### src/rtl/slck_timer_pkg.sv
// Package: shared register addresses and event bit positions for the
// slow-clock system timer. Assumes a 3-bit word address bus.
package slck_timer_pkg;

    localparam int NUM_EV = 4;

    // Event / status bit positions
    localparam int EV_TICK  = 0;
    localparam int EV_WDOG  = 1;
    localparam int EV_INC   = 2;
    localparam int EV_ALARM = 3;

    typedef enum logic [2:0] {
        A_PRESC   = 3'd0,
        A_ALARM   = 3'd1,
        A_PERIOD  = 3'd2,
        A_COUNT   = 3'd3,
        A_STATUS  = 3'd4,
        A_IEN_SET = 3'd5,
        A_IEN_CLR = 3'd6,
        A_IEN     = 3'd7
    } reg_addr_e;

endpackage

### src/rtl/slck_rtc.sv
// Module: prescaler, real-time counter and absolute alarm compare.
// Assumes slow_tick is a single-clock pulse already in the bus clock
// domain. A prescaler value of 0 divides by 2^PRE_W.
module slck_rtc #(
    parameter int CNT_W = 20,
    parameter int PRE_W = 16
) (
    input  logic             clk,
    input  logic             rst_n,
    input  logic             slow_tick,
    input  logic [PRE_W-1:0] pre_val,
    input  logic             pre_wr,
    input  logic [CNT_W-1:0] alarm_val,
    output logic [CNT_W-1:0] count_o,
    output logic [CNT_W-1:0] count_hold_o,
    output logic             ev_inc_o,
    output logic             ev_alarm_o
);

    logic [PRE_W-1:0] pre_cnt;
    logic [CNT_W-1:0] cnt_q;
    logic [CNT_W-1:0] cnt_nxt;
    logic             pre_hit;
    logic             inc;

    // Decode the prescaler terminal count and the increment strobe
    always_comb begin
        pre_hit = (pre_cnt == (pre_val - PRE_W'(1)));
        inc     = slow_tick && !pre_wr && pre_hit;
        cnt_nxt = cnt_q + CNT_W'(1);
    end

    // Prescaler divider, restarted by a prescaler write
    always_ff @(posedge clk) begin
        if (!rst_n) begin
            pre_cnt <= '0;
        end else if (pre_wr) begin
            pre_cnt <= '0;
        end else if (slow_tick) begin
            pre_cnt <= pre_hit ? '0 : pre_cnt + PRE_W'(1);
        end
    end

    // Free-running counter, wrapping naturally at its width
    always_ff @(posedge clk) begin
        if (!rst_n) begin
            cnt_q <= '0;
        end else if (inc) begin
            cnt_q <= cnt_nxt;
        end
    end

    // Bus-side holding copy of the counter
    always_ff @(posedge clk) begin
        if (!rst_n) begin
            count_hold_o <= '0;
        end else begin
            count_hold_o <= cnt_q;
        end
    end

    assign count_o    = cnt_q;
    assign ev_inc_o   = inc;
    assign ev_alarm_o = inc && (cnt_nxt == alarm_val);

endmodule

### src/rtl/slck_pit.sv
// Module: periodic interval timer. Raises a one-clock event every N slow
// pulses, where N is the period value (0 means 2^PER_W). A period write
// restarts the count from zero and wins over a same-clock pulse.
module slck_pit #(
    parameter int PER_W = 16
) (
    input  logic             clk,
    input  logic             rst_n,
    input  logic             slow_tick,
    input  logic [PER_W-1:0] per_val,
    input  logic             per_wr,
    output logic             ev_tick_o
);

    logic [PER_W-1:0] ivl_cnt;
    logic             ivl_hit;

    // Terminal count of the interval
    always_comb begin
        ivl_hit = (ivl_cnt == (per_val - PER_W'(1)));
    end

    // Interval counter
    always_ff @(posedge clk) begin
        if (!rst_n) begin
            ivl_cnt <= '0;
        end else if (per_wr) begin
            ivl_cnt <= '0;
        end else if (slow_tick) begin
            ivl_cnt <= ivl_hit ? '0 : ivl_cnt + PER_W'(1);
        end
    end

    assign ev_tick_o = slow_tick && !per_wr && ivl_hit;

endmodule

### src/rtl/slck_regs.sv
// Module: register file. Holds the configuration registers, the latched
// status with read-to-clear, the interrupt enables and the read mux.
// Read data is registered; events win over a same-clock status read.
module slck_regs
    import slck_timer_pkg::*;
#(
    parameter int CNT_W   = 20,
    parameter int PRE_W   = 16,
    parameter int PER_W   = 16,
    parameter int DATA_W  = 32,
    parameter int PRE_RST = 32768
) (
    input  logic              clk,
    input  logic              rst_n,
    input  logic              bus_en,
    input  logic              bus_we,
    input  logic [2:0]        bus_addr,
    input  logic [DATA_W-1:0] bus_wdata,
    output logic [DATA_W-1:0] bus_rdata,
    input  logic [NUM_EV-1:0] ev,
    input  logic [CNT_W-1:0]  count_hold,
    output logic [PRE_W-1:0]  pre_val,
    output logic              pre_wr,
    output logic [CNT_W-1:0]  alarm_val,
    output logic [PER_W-1:0]  per_val,
    output logic              per_wr,
    output logic [NUM_EV-1:0] sts_o,
    output logic [NUM_EV-1:0] ien_o,
    output logic              irq
);

    logic wr_en;
    logic rd_en;
    logic sts_rd;

    // Decode bus strobes
    always_comb begin
        wr_en  = bus_en && bus_we;
        rd_en  = bus_en && !bus_we;
        sts_rd = rd_en && (bus_addr == A_STATUS);
        pre_wr = wr_en && (bus_addr == A_PRESC);
        per_wr = wr_en && (bus_addr == A_PERIOD);
    end

    // Configuration registers
    always_ff @(posedge clk) begin
        if (!rst_n) begin
            pre_val   <= PRE_W'(PRE_RST);
            alarm_val <= '0;
            per_val   <= '0;
        end else if (wr_en) begin
            case (bus_addr)
                A_PRESC:  pre_val   <= bus_wdata[PRE_W-1:0];
                A_ALARM:  alarm_val <= bus_wdata[CNT_W-1:0];
                A_PERIOD: per_val   <= bus_wdata[PER_W-1:0];
                default:  ;
            endcase
        end
    end

    // Interrupt enables: separate set and clear addresses
    always_ff @(posedge clk) begin
        if (!rst_n) begin
            ien_o <= '0;
        end else if (wr_en && bus_addr == A_IEN_SET) begin
            ien_o <= ien_o | bus_wdata[NUM_EV-1:0];
        end else if (wr_en && bus_addr == A_IEN_CLR) begin
            ien_o <= ien_o & ~bus_wdata[NUM_EV-1:0];
        end
    end

    // Status latches, one per event
    for (genvar i = 0; i < NUM_EV; i++) begin : g_sts
        // Set by its event, cleared by a status read unless set again
        always_ff @(posedge clk) begin
            if (!rst_n) begin
                sts_o[i] <= 1'b0;
            end else begin
                sts_o[i] <= ev[i] | (sts_o[i] & !sts_rd);
            end
        end
    end

    // Registered read mux
    always_ff @(posedge clk) begin
        if (!rst_n) begin
            bus_rdata <= '0;
        end else if (rd_en) begin
            case (bus_addr)
                A_PRESC:  bus_rdata <= DATA_W'(pre_val);
                A_ALARM:  bus_rdata <= DATA_W'(alarm_val);
                A_PERIOD: bus_rdata <= DATA_W'(per_val);
                A_COUNT:  bus_rdata <= DATA_W'(count_hold);
                A_STATUS: bus_rdata <= DATA_W'(sts_o);
                A_IEN:    bus_rdata <= DATA_W'(ien_o);
                default:  bus_rdata <= '0;
            endcase
        end
    end

    assign irq = |(sts_o & ien_o);

endmodule

### src/rtl/slck_sys_timer.sv
// Module: top of the slow-clock system timer. Connects the counter and
// alarm, the interval timer and the register file. The watchdog itself
// is external; only its overflow event is latched here.
module slck_sys_timer
    import slck_timer_pkg::*;
#(
    parameter int CNT_W   = 20,
    parameter int PRE_W   = 16,
    parameter int PER_W   = 16,
    parameter int DATA_W  = 32,
    parameter int PRE_RST = 32768
) (
    input  logic              clk,
    input  logic              rst_n,
    input  logic              slow_tick,
    input  logic              wdog_ovf,
    input  logic              bus_en,
    input  logic              bus_we,
    input  logic [2:0]        bus_addr,
    input  logic [DATA_W-1:0] bus_wdata,
    output logic [DATA_W-1:0] bus_rdata,
    output logic              irq
);

    logic [PRE_W-1:0]  pre_val;
    logic              pre_wr;
    logic [PER_W-1:0]  per_val;
    logic              per_wr;
    logic [CNT_W-1:0]  alarm_val;
    logic [CNT_W-1:0]  cnt_w;
    logic [CNT_W-1:0]  cnt_hold;
    logic [NUM_EV-1:0] ev_w;
    logic [NUM_EV-1:0] sts_w;
    logic [NUM_EV-1:0] ien_w;
    logic              ev_inc;
    logic              ev_alarm;
    logic              ev_tick;

    // Gather event pulses into status bit order
    always_comb begin
        ev_w           = '0;
        ev_w[EV_TICK]  = ev_tick;
        ev_w[EV_WDOG]  = wdog_ovf;
        ev_w[EV_INC]   = ev_inc;
        ev_w[EV_ALARM] = ev_alarm;
    end

    slck_rtc #(.CNT_W(CNT_W), .PRE_W(PRE_W)) u_rtc (
        .clk          (clk),
        .rst_n        (rst_n),
        .slow_tick    (slow_tick),
        .pre_val      (pre_val),
        .pre_wr       (pre_wr),
        .alarm_val    (alarm_val),
        .count_o      (cnt_w),
        .count_hold_o (cnt_hold),
        .ev_inc_o     (ev_inc),
        .ev_alarm_o   (ev_alarm)
    );

    slck_pit #(.PER_W(PER_W)) u_pit (
        .clk       (clk),
        .rst_n     (rst_n),
        .slow_tick (slow_tick),
        .per_val   (per_val),
        .per_wr    (per_wr),
        .ev_tick_o (ev_tick)
    );

    slck_regs #(
        .CNT_W(CNT_W), .PRE_W(PRE_W), .PER_W(PER_W),
        .DATA_W(DATA_W), .PRE_RST(PRE_RST)
    ) u_regs (
        .clk        (clk),
        .rst_n      (rst_n),
        .bus_en     (bus_en),
        .bus_we     (bus_we),
        .bus_addr   (bus_addr),
        .bus_wdata  (bus_wdata),
        .bus_rdata  (bus_rdata),
        .ev         (ev_w),
        .count_hold (cnt_hold),
        .pre_val    (pre_val),
        .pre_wr     (pre_wr),
        .alarm_val  (alarm_val),
        .per_val    (per_val),
        .per_wr     (per_wr),
        .sts_o      (sts_w),
        .ien_o      (ien_w),
        .irq        (irq)
    );

endmodule

### config.mk
export PLATFORM = sky130hd
export DESIGN_NAME = slck_sys_timer
export DESIGN_NICKNAME = d
export VERILOG_FILES = /design/src/rtl/slck_timer_pkg.sv /design/src/rtl/slck_rtc.sv /design/src/rtl/slck_pit.sv /design/src/rtl/slck_regs.sv /design/src/rtl/slck_sys_timer.sv
export SDC_FILE = /design/constraint.sdc
export NUM_CORES = 1
export LEC_CHECK = 0
export BUFFER_PORTS_ARGS = -buffer_cell sky130_fd_sc_hd__buf_2
export CAP_MARGIN = 10
export CORE_MARGIN = 2
export CORE_UTILIZATION = 60
export CTS_CLUSTER_SIZE = 8
export DETAILED_ROUTE_END_ITERATION = 8
export GPL_ROUTABILITY_DRIVEN = 0
export GPL_TIMING_DRIVEN = 0
export PLACE_DENSITY = 0.81
export SYNTH_ARGS = -nofsm -noshare
export SYNTH_HDL_FRONTEND = slang
export SYNTH_SLANG_ARGS = --single-unit
### constraint.sdc
create_clock -name clk -period 3.45 [get_ports clk]
set_input_delay 0.1725 -clock clk [delete_from_list [all_inputs] [get_ports clk]]
set_output_delay 0.1725 -clock clk [all_outputs]
set_load 0.005 [all_outputs]
Yosys cells after proc, flatten, opt, wreduce, memory -nomap -nowiden. Cells that the tools add are included.

$add $sub $neg: 5. Equal/unequal tests: 10. Mux-type cells: 5. Bitwise gates (word level): 13. Reduce and logical (&&, ||, !) cells: 24.

Operator list (number): $pmux W20 S6 (1); $add A16 B1 Y16 const B (2); $eq A16 B16 Y1 (2); $mux W16 (2); $sub A16 B1 Y16 const B (2); $add A20 B1 Y20 const B (1); $eq A20 B20 Y1 (1); $eq A3 B3 Y1 const B (4); $logic_and A1 B1 Y1 (12); $and A4 B4 Y4 (2); $mux W4 (2); $eq A3 B2 Y1 const B (2); $reduce_and A2 Y1 (3); $and A1 B1 Y1 (4); $logic_not A1 Y1 (4); $not A4 Y4 (1); $or A1 B1 Y1 (4); $or A4 B4 Y4 (1); $reduce_or A2 Y1 (2); $reduce_or A4 Y1 (1); $eq A3 B1 Y1 const B (1); $logic_not A3 Y1 (1); $reduce_bool A2 Y1 (1); $not A1 Y1 (1).

Flip-flop bits (word level): 164. Output and inout bits: 33.

Depth between registers and ports, before layout. Gate-level depths: netlist of the first run.

Depth after elaboration: 7. Gate-level depth with buffers: 12. Mapped depth without buffers: 9.

Hierarchy. Synthesis of the first run repeated with hierarchy kept, for this count alone.

Cells, all modules: 914. Area total of the unflattened synthesis: 8224.1 um^2.

Modules (own cells, without submodules): slck_regs (instances 1, cells each 358, area an instance 3542.1 um^2); slck_rtc (instances 1, cells each 399, area an instance 3398.3 um^2); slck_pit (instances 1, cells each 157, area an instance 1283.7 um^2).

Worst setup path before layout of the first run. No wires, ideal clock.

Path type: register to register. Start: reg u_regs.pre_val[0]. End: reg u_regs.sts_o[3]. Setup time: 0.069 ns. Data arrival time: 2.554 ns. Data required time: 3.381 ns. Setup slack: 0.827 ns. Cell stages (with the launch flop): 11. Clock period less this slack: 2.623 ns. Path through: dfxtp_1 > clkbuf_1 > inv_1 > ha_1 > nand2b_1 > a311o_1 > a2111oi_2 > nand4_1 > buf_2 > or4_1 > o21ai_1.

Cells in the longest elaborated chain, start to end: 5.

RTL lines: start, declared (line slck_regs.sv:22) `output logic [PRE_W-1:0] pre_val,`; start signal, assigned (line slck_regs.sv:48) `pre_val <= PRE_W'(PRE_RST);`; start signal, assigned (line slck_regs.sv:53) `A_PRESC: pre_val <= bus_wdata[PRE_W-1:0];`; $sub A16 B1 Y16 (line slck_rtc.sv:28) `pre_hit = (pre_cnt == (pre_val - PRE_W'(1)));`; $eq A16 B16 Y1 (line slck_rtc.sv:28); $logic_and A1 B1 Y1 (line slck_rtc.sv:29) `inc = slow_tick && !pre_wr && pre_hit;`; $logic_and A1 B1 Y1 (line slck_rtc.sv:64) `assign ev_alarm_o = inc && (cnt_nxt == alarm_val);`; $or A1 B1 Y1 (line slck_regs.sv:79) `sts_o[i] <= ev[i] | (sts_o[i] & !sts_rd);`; end signal, assigned by index (line slck_regs.sv:79); end, declared (line slck_regs.sv:27) `output logic [NUM_EV-1:0] sts_o,`.

No other way between the ends. A chain may end at the register's enable or synchronous reset.

Worst setup path in the final report of the first run.
Start: reg u_regs.pre_val[0]. End: reg u_rtc.cnt_q[11] (netlist: u_rtc.count_o[11]).

Cells in the longest elaborated chain, start to end: 3.

RTL lines: $sub A16 B1 Y16 (line slck_rtc.sv:28); $eq A16 B16 Y1 (line slck_rtc.sv:28); $logic_and A1 B1 Y1 (line slck_rtc.sv:29); end signal, assigned (line slck_rtc.sv:49) `cnt_q <= cnt_nxt;`; end, declared (line slck_rtc.sv:21) `logic [CNT_W-1:0] cnt_q;`.

No other way between the ends.

==> summary.txt, run 1 <==
Finish
  • Area growth syn-to-layout: 15.8%
  • FILL cells: between 1,000 and 1,500
  • Share of cells above drive strength 1: 13.1%
  • Reg area: ~0.0030 mm2
  • Antenna cells: 0
  • Layout Nets: about 1,100
  • Most frequent cells in the layout: dfxtp_1, nand2_1, nor2_1
  • Multi-input logic area: 0.00449 mm2
  • Most common cell after layout, fill and taps aside: dfxtp_1
  • Final Instance Area: a little over 0.009 mm2

Detailed routing
  • Drt total wl: ~22,000 um
  • Final ANT Viol Nets: 0
  • # DRC: 0
  • Iteration-0 DRC Markers: approximately 750
  • WL per Instance: approximately 18 um
  • Drt pass-1 iters: 5
  • Via Count: between 7,000 and 8,000
  • Vias/cell: around 6.0

Timing
  • Period utilisation layout: roughly 93%
  • Final Max Tran Viols: 0
  • Post-route minimum period: about 3200 ps
  • Worst Slack Setup Final: 250 ps
  • Rel. slew slack: slightly above 20%
  • Setup repair after global routing missed its margin: no
  • Hold Slack: roughly 13 ps
  • Worst-Margin Slew: around 1200 ps
  • Setup TNS: 0 ps
  • Worst Skew: ~7.3 ps
  • Max Clk Rate: approximately 310 MHz
  • Final hold vios: 0
  • Setup violations, final: 0

Global route
  • Pin count of the biggest net entering global routing: 17
  • Number of global-route vias before repair: between 6,000 and 7,000
  • First-pass GRT wire length: between 30,000 and 40,000 um
  • Grt total ovfl: 0
  • Gr usage total: between 30% and 40%
  • Initial antenna violation count: 0

Floorplan
  • # rows: about 40
  • Die area: around 0.014 mm2
  • DIE WIDTH: 118 um
  • I/O pins: between 70 and 80
  • Initial Utilization: between 60% and 70%
  • Chip height: between 100 and 150 um
  • Placeable Area: between 0.01 and 0.015 mm2

Place
  • HPWL after DPL: 15,700 um
  • Area after DPL: 0.00835 mm2
  • DP Worst Slack: roughly 150 ps
  • Port bufs: between 40 and 50

Clock tree
  • CTS Buf Count: 17
  • CTS tree: built
  • H-tree depth: 4
  • CTS max path bufs: 2
  • Sink Count: 152
  • Worst skew pair latency: approximately 430 ps
  • Worst-path clk slew: roughly 60 ps
  • Root Buffer: clkbuf_16

Setup path
  • Crit path arrival time: 3500 ps
  • Worst path cell trace: inv_1, ha_1, nand2b_1, a311o_1, a2111oi_2, nand4_1, buf_2, clkbuf_1, o41ai_1, a21oi_1
  • Crit end category: register
  • Slowest-stage cell, CP: dfxtp_1
  • Worst setup SP type: register
  • WS Path Type: register to register
  • CP Data Required Time: roughly 3800 ps
  • Crit path largest cell delay: a little over 600 ps
  • Critical path fanouts, max: 10

Synth
  • Gate Count Post-Synth: roughly 950
  • Top FF cell, synth: dfxtp_1
  • Sequential element share of the synthesized area: between 30 and 40%
  • Number of enable flip-flop cells after synthesis: 0
  • Synth unique cells: 68
  • Post-synth ARST share: 0%
  • Synth warnings: 0
  • Syn_area_per_cell: approximately 8.3 um2
  • Synthesized area: ~0.0079 mm2
  • Yosys reg bits: between 150 and 200

Status
  • Outcome: finished clean

Power
  • Pwr/cell area: 452 mW/mm2
  • Overall power: around 4.1 mW
  • Static Leakage: approximately 3.4 nW
  • Worst vdd ir: between 0.0002 and 0.0003 V

Run
  • Max-cap violations: 0

Worst hold path
  • Hold/Removal Path Class: primary input to register
-- state kept, by name (all words and copies together) (netlist names), named ones only --
| register | count |
|---|---|
| u_regs.sts_o | 4 |
| u_regs.pre_val | 16 |
| u_rtc.count_hold_o | 20 |
| u_regs.bus_rdata | 20 |
| u_rtc.pre_cnt | 16 |
| u_pit.ivl_cnt | 16 |
| u_regs.per_val | 16 |
| u_rtc.count_o | 20 |
| u_regs.alarm_val | 20 |
-- cell type report --
class / count / share of cell area, %
Inverter: 12 / 0.496
Multi-Input combinational cell: 726 / 49.4
Clock buffer: 19 / 4.98
Timing Repair Buffer: 57 / 3.69
Clock inverter: 13 / 2.11
Buffer: 67 / 3.48
Sequential cell: 152 / 33.5
Tap cell: 172 / 2.37
-- layer usage --
layer / vias to the layer above / part of all wire (%) / track usage, %
met5: - / 0 / 0
met1: 3379 / 43 / 42.4
met2: 360 / 43 / 47.7
met4: 0 / 5.0 / 16.6
li1: 3476 / - / -
met3: 81 / 8.3 / 5.94
-- timing repair --
action                                  in CTS  in global routing
resized for setup                            0                  3
buffers inserted                             0                  2
endpoints found under the setup margin       0                 31
hold buffers                                 8                  0
endpoints found under the hold margin        8                  0
-- kinds of logic (layout without fill, tap and decap cells) --
| kind of cell | count (synthesis) | after routing | synth area share, % |
|---|---|---|---|
| xor gates and xnor gates | 95 | 95 | 10.6 |
| and+or+nand+nor | 414 | 414 | 25.9 |
| AOI/OAI and AO/OA | 179 | 179 | 14.1 |
| buffers and inverters | 80 | 168 | 4.64 |
| other | 1 | 12 | 0.0478 |
| DFF | 152 | 152 | 38.8 |
| adders and majority gates | 5 | 5 | 0.797 |
| muxes | 21 | 21 | 5.15 |
-- cell usage after synthesis, types with 4 or more instances --
| master | number | share of area [%] |
|---|---|---|
| a211oi_1 | 11 | 1.1 |
| a21oi_1 | 89 | 5.7 |
| a22oi_1 | 24 | 2.3 |
| and2_1 | 20 | 1.6 |
| and3_1 | 13 | 1.0 |
| buf_4 | 12 | 1.1 |
| clkbuf_1 | 49 | 2.3 |
| dfxtp_1 | 152 | 39 |
| ha_1 | 5 | 0.80 |
| inv_1 | 11 | 0.53 |
| mux2_2 | 5 | 0.72 |
| mux4_2 | 15 | 4.3 |
| nand2_1 | 147 | 7.0 |
| nand2b_1 | 9 | 0.72 |
| nand3_1 | 27 | 1.7 |
| nand4_1 | 18 | 1.4 |
| nor2_1 | 90 | 4.3 |
| nor2b_1 | 4 | 0.32 |
| nor3_1 | 18 | 1.1 |
| nor3b_1 | 6 | 0.57 |
| nor4_1 | 5 | 0.40 |
| o211ai_1 | 4 | 0.38 |
| o21ai_0 | 19 | 1.2 |
| o31ai_1 | 7 | 0.67 |
| or2_2 | 5 | 0.40 |
| or3_1 | 20 | 1.6 |
| or4_1 | 11 | 1.1 |
| xnor2_1 | 44 | 4.9 |
| xor2_1 | 51 | 5.7 |
-- power by group --
part	switching, mW	total, mW	leakage, nW	internal, mW
Combinational	0.160	0.268	1.87	0.108
Clock	0.786	2.04	0.318	1.26
Sequential	0.0238	1.80	1.23	1.77
Total	0.970	4.11	3.42	3.14
-- worst paths after layout --
kind / slack, ps / endpoint / cells past startpoint / start
setup / recovery: 250 / u_rtc.count_o[11] / 10 / u_regs.pre_val[0]
hold / removal: 10 / u_regs.pre_val[6] / 3 / bus_wdata[6]
setup reg to reg: 250 / u_rtc.count_o[11] / 10 / u_regs.pre_val[0]
hold reg to reg: 490 / u_regs.alarm_val[11] / 2 / u_regs.alarm_val[11]
-- worst max-delay path, delay by kind of cell, from the launching register on --
family | cells | cell delay, ps
AND/OR/NAND/NOR | 2 | 410
AO/OA/AOI/OAI | 4 | 1160
adder cells (fa/ha/maj) | 1 | 300
buffers and inverters | 3 | 580
flip-flops | 1 | 610
-- stage by stage --
stage / std cells / util (%)
CTS: 1217 / 71.3
finish: 1218 / 71.4
global route: 1218 / 71.4
global placement: 1176 / 65.5
floorplan: 958 / -
detailed placement: 1177 / 65.6
No activity file was read; power rests on OpenSTA's default activity.
==> run 2, diff against run 1 <==
==> constraint.sdc (replaced) <==
create_clock -name clk -period 3.45 [get_ports clk]
set_input_delay 0.345 -clock clk [delete_from_list [all_inputs] [get_ports clk]]
set_output_delay 0.345 -clock clk [all_outputs]
set_load 0.005 [all_outputs]
==> summary.txt, run 2 (synthesized netlist as in run 1, its figures left out) <==
Detailed routing
  • Iteration-0 DRC Markers: 721 (was 751)
  • WL per Instance: 17.8 um (about the same)
  • Final ANT Viol Nets: 0 (unchanged)
  • WL met2: 9400 um (about the same)
  • Drt pass-1 iters: 8 (was 5)
  • Via Count: 7,212 (was 7,296)
  • Drt total wl: 21,500 um (was 21,700 um)
  • Met3 routed WL: 1790 um (about the same)
  • # DRC: 0 (unchanged)
  • WL met1: 9310 um (was 9380 um)
  • Top Metal Used: met4 (unchanged)
  • Vias/cell: 5.96 (was 5.99)

Setup path
  • CP Data Required Time: 3750 ps (about the same)
  • WS Path Type: register to register (unchanged)
  • Crit end category: register (unchanged)
  • Crit path arrival time: 3480 ps (was 3500 ps)
  • Slowest-stage cell, CP: dfxtp_1 (unchanged)
  • Worst path cell trace: inv_1, ha_1, nand2b_1, a311o_1, a2111oi_2, nand4_1, buf_2, clkbuf_1, o41ai_1, a21oi_1 (unchanged)
  • Worst setup SP type: register (unchanged)
  • Crit path largest cell delay: 590 ps (was 610 ps)
  • Critical path fanouts, max: 10 (unchanged)

Global route
  • Initial antenna violation count: 0 (unchanged)
  • Gr usage total: 31.3% (was 31.4%)
  • First-pass GRT wire length: 34,500 um (was 34,600 um)
  • Number of global-route vias before repair: 6,710 (was 6,733)
  • Pin count of the biggest net entering global routing: 17 (unchanged)
  • Grt total ovfl: 0 (unchanged)

Power
  • Worst vdd ir: 0.000297 V (was 0.000298 V)
  • Static Leakage: 3.38 nW (was 3.42 nW)
  • Pwr/cell area: 455 mW/mm2 (was 452 mW/mm2)
  • Overall power: 4.10 mW (was 4.11 mW)

Finish
  • Most common cell after layout, fill and taps aside: dfxtp_1 (unchanged)
  • Share of cells above drive strength 1: 13.2% (was 13.1%)
  • Final core occ: 70.8% (was 71.4%)
  • Layout Nets: 1,071 (was 1,079)
  • Cell Count, Final, Fillers Out: 1,210 (was 1,218)
  • Area growth syn-to-layout: 14.8% (was 15.8%)
  • Antenna cells: 0 (unchanged)
  • Most frequent cells in the layout: dfxtp_1, nand2_1, nor2_1 (unchanged)
  • Final Instance Area: 0.00901 mm2 (was 0.00909 mm2)

Floorplan
  • Chip height: 118 um (unchanged)
  • # rows: 41 (unchanged)
  • Placeable Area: 0.0127 mm2 (unchanged)
  • Initial Utilization: 61.7% (unchanged)
  • Die area: 0.0140 mm2 (unchanged)
  • DIE WIDTH: 118 um (unchanged)
  • I/O pins: 74 (unchanged)

Timing
  • Worst Skew: 5.32 ps (was 7.32 ps)
  • Setup violations, final: 0 (unchanged)
  • Hold Slack: 141 ps (was 13.4 ps)
  • Post-route minimum period: 3180 ps (was 3200 ps)
  • Max Clk Rate: 314 MHz (was 313 MHz)
  • Setup TNS: 0 ps (unchanged)
  • Final Max Tran Viols: 0 (unchanged)
  • Rel. slew slack: 19.4% (was 20.3%)
  • Final hold vios: 0 (unchanged)
  • Period utilisation layout: 92.2% (was 92.7%)
  • Worst Slack Setup Final: 270 ps (was 250 ps)
  • Setup repair after global routing missed its margin: no (unchanged)
  • Worst-Margin Slew: 1200 ps (was 1180 ps)

Clock tree
  • CTS Buf Count: 17 (unchanged)
  • Root Buffer: clkbuf_16 (unchanged)
  • Worst-path clk slew: 60 ps (about the same)
  • Worst skew pair latency: 430 ps (about the same)
  • Sink Count: 152 (unchanged)
  • CTS max path bufs: 2 (unchanged)
  • H-tree depth: 4 (unchanged)
  • CTS tree: built (unchanged)

Place
  • DP Worst Slack: 151 ps (unchanged)
  • Post-Place Cells: 1,177 (unchanged)
  • Port bufs: 46 (unchanged)
  • HPWL after DPL: 15,700 um (unchanged)
  • Area after DPL: 0.00835 mm2 (unchanged)

Status
  • Outcome: finished clean (unchanged)

Run
  • Max-cap violations: 0 (unchanged)

Worst hold path
  • Hold/Removal Path Class: primary input to register (unchanged)
## run 2: cell types whose count changed in the layout (fill, tap and decap cells not counted)
| cell | previous run | this run |
|---|---|---|
| dlygate4sd3_1 | 8 | 0 |
## run 2: final cells by class
cell class / instances / area [um2]
repair buffers: 49 / 255
well taps: 172 / 215
flip-flops and latches: 152 / 3040
fillers: 1045 / 3710
inverters: 12 / 45.0
clock inverters: 13 / 191
plain buffers: 67 / 317
clock buffers: 19 / 453
multi-input cells: 726 / 4490
## run 2: worst paths after layout
path	depth (start not counted)	slack [ps]	startpoint	to
min reg2reg	2	490	u_regs.alarm_val[11]	u_regs.alarm_val[11]
max reg2reg	10	270	u_regs.pre_val[0]	u_rtc.count_o[11]
min	2	140	wdog_ovf	u_regs.sts_o[1]
max	10	270	u_regs.pre_val[0]	u_rtc.count_o[11]
## run 2: routing by layer
metal | track usage (%) | vias to the layer above
met2 | 47.8 | 350
met4 | 16.6 | 0
met5 | 0 | -
li1 | - | 3462
met3 | 5.94 | 69
met1 | 42.2 | 3331
## run 2: where the power goes
group          internal (mW)  switching [mW]
sequential              1.77          0.0237
combinational          0.102           0.159
clock                   1.26           0.782
total                   3.13           0.964
## run 2: worst max-delay path, delay by kind of cell, from the launching register on
kind                       cells  cell delay (ps)
AOI/OAI and AO/OA              4             1170
DFF                            1              590
buffers and inverters          3              580
and+or+nand+nor                2              400
adders and majority gates      1              290
## run 2: what timing repair did
action,in CTS,in global routing
hold buffers,0,0
setup buffers,0,2
gates resized for setup,0,3
setup endpoints to repair,0,31
